File: src/rtl/rwc_pkg.sv
package rwc_pkg;
   typedef enum logic [1:0] {
      ST_SST  = 2'd0,
      ST_RUN  = 2'd1,
      ST_HALT = 2'd2
   } rwc_state_e;

   typedef enum logic [1:0] {
      WK_NONE    = 2'd0,
      WK_NEXT    = 2'd1,
      WK_VECTOR  = 2'd2,
      WK_RESTART = 2'd3
   } wake_code_e;
endpackage

File: src/rtl/rwc_rst_sync.sv
module rwc_rst_sync #(
   parameter int STAGES = 2
) (
   input  logic clk,
   input  logic por,
   input  logic pin_n,
   output logic rst_o
);
   if (STAGES < 2) begin : g_bad_stages
      $error("rwc_rst_sync: STAGES must be at least 2");
   end

   logic [STAGES-1:0] chain;

   always_ff @(posedge clk or posedge por) begin
      if (por) chain <= '0;
      else     chain <= {chain[STAGES-2:0], pin_n};
   end

   assign rst_o = ~chain[STAGES-1];
endmodule

File: src/rtl/rwc_sst_timer.sv
module rwc_sst_timer #(
   parameter int CYCLES = 1024
) (
   input  logic clk,
   input  logic por,
   input  logic clear,
   input  logic run,
   output logic last
);
   localparam int CW = (CYCLES > 2) ? $clog2(CYCLES) : 1;

   if (CYCLES < 2) begin : g_bad_cycles
      $error("rwc_sst_timer: CYCLES must be at least 2");
   end

   logic [CW-1:0] cnt;

   assign last = run && (cnt == CW'(CYCLES - 1));

   always_ff @(posedge clk or posedge por) begin
      if (por)        cnt <= '0;
      else if (clear) cnt <= '0;
      else if (run)   cnt <= last ? '0 : cnt + 1'b1;
   end
endmodule

File: src/rtl/rwc_wake_arb.sv
module rwc_wake_arb #(
   parameter int NP = 8,
   parameter int NI = 4
) (
   input  logic [NP-1:0] port_stim,
   input  logic [NP-1:0] port_wake_en,
   input  logic [NI-1:0] irq_req,
   input  logic [NI-1:0] irq_en,
   input  logic [NI-1:0] irq_block,
   input  logic          stack_full,
   output logic          irq_wake,
   output logic          irq_vector,
   output logic          port_wake
);
   logic [NI-1:0] armed;
   logic [NP-1:0] pin_hit;

   for (genvar g = 0; g < NI; g++) begin : g_irq
      assign armed[g] = irq_req[g] & ~irq_block[g];
   end
   for (genvar p = 0; p < NP; p++) begin : g_pin
      assign pin_hit[p] = port_stim[p] & port_wake_en[p];
   end

   assign irq_wake   = |armed;
   assign irq_vector = (|(armed & irq_en)) & ~stack_full;
   assign port_wake  = |pin_hit;
endmodule

File: src/rtl/rst_wake_ctrl.sv
module rst_wake_ctrl
   import rwc_pkg::*;
#(
   parameter int SST_CYCLES      = 1024,
   parameter int RST_SYNC_STAGES = 2,
   parameter int NP              = 8,
   parameter int NI              = 4
) (
   input  logic          clk,
   input  logic          por_pulse,
   input  logic          rst_pin_n,
   input  logic          wdt_timeout,
   input  logic          wdt_clear,
   input  logic          halt_req,
   input  logic [NP-1:0] port_stim,
   input  logic [NP-1:0] port_wake_en,
   input  logic [NI-1:0] irq_req,
   input  logic [NI-1:0] irq_en,
   input  logic          stack_full,
   output logic          core_rst,
   output logic          core_stall,
   output logic          halted,
   output logic          warm_rst,
   output logic          to_flag,
   output logic          pd_flag,
   output logic [1:0]    wake_act,
   output logic          vector_go
);
   if (NP < 1 || NI < 1) begin : g_bad_width
      $error("rst_wake_ctrl: NP and NI must be at least 1");
   end

   rwc_state_e    state;
   wake_code_e    code_q;
   logic          full_rst, warm_q, to_q, pd_q, vec_q;
   logic [NI-1:0] irq_block;
   logic          rst_int, sst_last, irq_wake, irq_vector, port_wake;

   rwc_rst_sync #(.STAGES(RST_SYNC_STAGES)) u_sync (
      .clk   (clk),
      .por   (por_pulse),
      .pin_n (rst_pin_n),
      .rst_o (rst_int)
   );

   rwc_sst_timer #(.CYCLES(SST_CYCLES)) u_sst (
      .clk   (clk),
      .por   (por_pulse),
      .clear (rst_int || (state != ST_SST)),
      .run   (state == ST_SST),
      .last  (sst_last)
   );

   rwc_wake_arb #(.NP(NP), .NI(NI)) u_arb (
      .port_stim    (port_stim),
      .port_wake_en (port_wake_en),
      .irq_req      (irq_req),
      .irq_en       (irq_en),
      .irq_block    (irq_block),
      .stack_full   (stack_full),
      .irq_wake     (irq_wake),
      .irq_vector   (irq_vector),
      .port_wake    (port_wake)
   );

   always_ff @(posedge clk or posedge por_pulse) begin
      if (por_pulse) begin
         state     <= ST_SST;
         full_rst  <= 1'b1;
         warm_q    <= 1'b0;
         to_q      <= 1'b0;
         pd_q      <= 1'b0;
         code_q    <= WK_RESTART;
         vec_q     <= 1'b0;
         irq_block <= '0;
      end else begin
         warm_q <= 1'b0;
         vec_q  <= 1'b0;
         if (rst_int) begin
            if (state == ST_HALT) begin
               to_q <= 1'b0;
               pd_q <= 1'b1;
            end
            state     <= ST_SST;
            full_rst  <= 1'b1;
            code_q    <= WK_RESTART;
            irq_block <= '0;
         end else begin
            case (state)
               ST_RUN: begin
                  if (wdt_timeout) begin
                     to_q     <= 1'b1;
                     state    <= ST_SST;
                     full_rst <= 1'b1;
                     code_q   <= WK_RESTART;
                  end else if (halt_req) begin
                     state     <= ST_HALT;
                     pd_q      <= 1'b1;
                     to_q      <= 1'b0;
                     code_q    <= WK_NONE;
                     irq_block <= irq_req;
                  end else if (wdt_clear) begin
                     to_q <= 1'b0;
                     pd_q <= 1'b0;
                  end
               end
               ST_HALT: begin
                  irq_block <= irq_block & irq_req;
                  if (wdt_timeout) begin
                     to_q   <= 1'b1;
                     pd_q   <= 1'b1;
                     warm_q <= 1'b1;
                     state  <= ST_SST;
                     code_q <= WK_RESTART;
                  end else if (irq_wake) begin
                     state  <= ST_SST;
                     code_q <= irq_vector ? WK_VECTOR : WK_NEXT;
                  end else if (port_wake) begin
                     state  <= ST_SST;
                     code_q <= WK_NEXT;
                  end
               end
               default: begin
                  if (sst_last) begin
                     state    <= ST_RUN;
                     full_rst <= 1'b0;
                     vec_q    <= (code_q == WK_VECTOR);
                  end
               end
            endcase
         end
      end
   end

   assign core_rst   = full_rst;
   assign core_stall = (state != ST_RUN);
   assign halted     = (state == ST_HALT);
   assign warm_rst   = warm_q;
   assign to_flag    = to_q;
   assign pd_flag    = pd_q;
   assign wake_act   = code_q;
   assign vector_go  = vec_q;

   AST_RST_HOLDS_STALL: assert property (@(posedge clk) disable iff (por_pulse)
      core_rst |-> core_stall);
   AST_WARM_FROM_HALT: assert property (@(posedge clk) disable iff (por_pulse)
      warm_rst |-> ($past(state == ST_HALT) && !core_rst));
   AST_WARM_SINGLE: assert property (@(posedge clk) disable iff (por_pulse)
      warm_rst |=> !warm_rst);
   AST_HALT_FLAGS: assert property (@(posedge clk) disable iff (por_pulse)
      halted |-> (pd_flag && !to_flag));
   AST_VEC_FIRST_FREE: assert property (@(posedge clk) disable iff (por_pulse)
      vector_go |-> (!core_stall && $past(core_stall)));
   AST_VEC_CODE: assert property (@(posedge clk) disable iff (por_pulse)
      vector_go |-> (wake_act == WK_VECTOR));
   AST_HALT_ONLY_FROM_RUN: assert property (@(posedge clk) disable iff (por_pulse)
      $rose(halted) |-> $past(state == ST_RUN));
endmodule

File: config.mk
export PLATFORM = sky130hd
export DESIGN_NAME = rst_wake_ctrl
export DESIGN_NICKNAME = d
export VERILOG_FILES = /design/src/rtl/rwc_pkg.sv /design/src/rtl/rwc_rst_sync.sv /design/src/rtl/rwc_sst_timer.sv /design/src/rtl/rwc_wake_arb.sv /design/src/rtl/rst_wake_ctrl.sv
export SDC_FILE = /design/constraint.sdc
export NUM_CORES = 1
export LEC_CHECK = 0
export CORE_MARGIN = 2
export CORE_UTILIZATION = 46
export DETAILED_ROUTE_END_ITERATION = 12
export PLACE_DENSITY = 0.78
export SYNTH_ARGS = -nofsm -noshare
export SYNTH_HDL_FRONTEND = slang
export SYNTH_SLANG_ARGS = --single-unit
File: constraint.sdc
create_clock -name clk -period 1.8 [get_ports clk]
set_input_delay 0.18 -clock clk [delete_from_list [all_inputs] [get_ports clk]]
set_output_delay 0.18 -clock clk [all_outputs]
set_load 0.005 [all_outputs]
==> results.yml <==
routing:
  wirelength_um: 3060
  via_per_inst: 5.64
  wl_per_cell_um: 14.4
  first_pass_iters: 4
  ant_nets: 0
  initialDrtViolationCount: 56
  num_vias: 1196
  drc: 0
place:
  gp_congestion: 0.888
  port_buffers: 39
  dp_hpwl_um: 2410
  dp_slack_ns: 0.00989
timing:
  fin_crit_sh_pct: 94.3
  tns_ns: 0
  rsz0062_at_grt: "false"
  worstMarginPinSlew_ns: 0.319
  max_freq_mhz: 589
  fin_ws_ns: 0.103
  max_slew_margin_pct: 78.8
  hold_viol: 0
  min_period_ns: 1.70
  timing.hold.ws_ns: 0.198
  skew_ns: 0.00935
  drv_slew: 0
  setup_viol_count_final: 0
synth:
  synth_cell_types: 36
  synth_nets: 163
  ys_top_cells_by_count: "dfrtp_1, nor2_1, inv_1, o21ai_0"
  syn_inst: 128
  avgSynthCellArea_um2: 10.4
  synth_seq_cells: 25
  syn_area_um2: 1330
  ys.flop_type: "dfrtp_1"
  synth_edf_count: 0
  yosysWarningCount: 0
  yosysMostFrequentCell: "dfrtp_1"
  synth.area.top_cells: "dfrtp_1, dfstp_2, ha_1"
  synth_top_area_share_pct: 41.4
  async_reset_ff_share_pct: 100
  yosysSeqAreaShare_pct: 47.4
  synth_area_leader_cell: "dfrtp_1"
final_layout:
  drive_above_1_share_pct: 18.8
  fin_nets: 217
  final_util_pct: 68.3
  syn_to_final_growth_pct: 41.7
  diodes: 0
power_and_ir_drop:
  combinationalPowerShare_pct: 41.5
  p_seq_share_pct: 43.6
  p_total_w: 0.00168
  power_density_nw_per_um2: 894
  p_sw_w: 0.000547
  max-vdd-ir-drop_v: 0.000623
  clkPwrFrac_pct: 14.9
  p_int_w: 0.00114
  p_sw_share_pct: 32.5
  p_leak_nw: 0.812
worst_setup_path:
  end_kind: "output pin"
  arrival_ns: 1.52
  cp_top_family: "buffers and inverters"
  critical-path-slowest-cell: "dfrtp_1"
  cp_cell_sequence: "inv_1, ha_2, buf_4, dlygate4sd2_1"
  path_buf_inv: 3
  start_kind: "flip-flop"
  critPathMaxStageDelay_ns: 0.45
  path_max_fanout: 8
  timing.critical_path.from: "state[0]"
  worst-setup-path-type: "flip-flop to output pin"
  required_ns: 1.62
  r2r-start: "state[0]"
clock_network:
  postCtsHoldBufs: 0
  numCtsBuffers: 3
  cts_htree_levels: 1
  clockRootBuffer: "clkbuf_4"
  cts_tree: "done"
  cts_max_path_buffers: 2
  clk_latency_ns: 0.32
  cts.sink_count: 25
  path_clk_slew_ns: 0.14
grt:
  grtUsageTotal_pct: 20.0
  grt_first_pass_wirelength_um: 5130
  grt_max_degree: 26
  antenna_found_initial: 0
  grt_pass1_vias: 1184
  grt.overflow.total: 0
floorplanning:
  die_area_um2: 3330
  placementRows: 19
  design.core.area_um2: 2760
  ioPinCount: 40
  die_w_um: 57.7
  start_util_pct: 48.2
  die_h_um: 57.7
status:
  status: "complete, no violations"
run:
  max_cap_violations: 0
min_path:
  hp-class: "input pin to asynchronous set/reset pin"
## sequential cells by signal, summed over array words and instances, names as in the netlist
signal and cells:
wake_act 2, pd_flag 1, irq_block 4, u_sync.chain 2
to_flag 1, core_rst 1, u_sst.cnt 10, state 2
vector_go 1, warm_rst 1
## power by group through the flow
stage,Combinational (W),Clock [W],Sequential (W)
floorplan,0.000378,0,0.000725
global placement,0.000642,0,0.000732
detailed placement,0.000657,0,0.000739
CTS,0.000690,0.000260,0.000734
global route,0.000770,0.000285,0.000748
finish,0.000698,0.000251,0.000735
## through the flow
stage,area [um^2],std cells
4_1_cts,1870,211
2_1_floorplan,1330,128
6_report,1880,212
3_5_place_dp,1820,206
3_3_place_gp,1820,206
5_1_grt,1880,212
## final cells by class
class	instances	area, um^2
clock buffer	4	26.3
fill	213	875
inverter	12	45.0
multi-input combinational	90	669
sequential	25	629
tap	31	38.8
timing repair buffer	50	474
## tightest hold or removal path, stage by stage
cell	delay (ns)
clkdlybuf4s50_1	0.40
inv_1	0.05
buf_4	0.30
## logic make-up (layout without fill, tap and decap cells)
logic type	Yosys count	after routing	synth area share, %
simple gates	47	47	19.8
xor+xnor	7	7	4.61
mux	4	4	3.77
flops	25	25	47.4
fa+ha+maj	4	4	3.77
buf+inv	13	66	3.67
compound gates	28	28	17.0
## layer usage
layer	part of all wire (%)	GRT usage, %	wire length [um]
met2	50	34.3	1540
met4	1.1	8.64	35
met1	42	24.5	1290
met3	6.3	3.57	194
met5	0	0	0
## repair_timing
item,CTS,global route
endpoints found under the hold margin,0,0
buffers inserted,1,1
gates resized for setup,4,2
setup endpoints to repair,2,5
## placed cells by master (no fill, tap or decap), types with 3 or more instances in the layout
| master | synthesis | routed |
|---|---|---|
| clkdlybuf4s50_1 | 0 | 37 |
| nand4_1 | 4 | 4 |
| nand3b_1 | 4 | 4 |
| o21ai_0 | 7 | 7 |
| inv_1 | 12 | 12 |
| dfstp_2 | 3 | 3 |
| nand2_1 | 6 | 6 |
| a22oi_1 | 3 | 3 |
| nand3_1 | 6 | 6 |
| nor2_1 | 13 | 13 |
| xor2_1 | 4 | 4 |
| dfrtp_1 | 22 | 22 |
| clkbuf_4 | 0 | 3 |
| buf_4 | 0 | 11 |
| o221a_2 | 4 | 4 |
| xnor2_1 | 3 | 3 |
| nand2b_1 | 3 | 3 |
## path summary, 6_finish.rpt
check	end	slack (ns)	cells after the start
max	halted	0.10	4
min	u_sst.cnt[9]	0.20	3
max reg2reg	state[0]	0.12	6
min reg2reg	u_sync.chain[1]	0.37	0
max in group asynchronous	core_rst	1.31	3
min in group clk	u_sync.chain[0]	0.28	1
No activity file was read; power rests on OpenSTA's default activity.
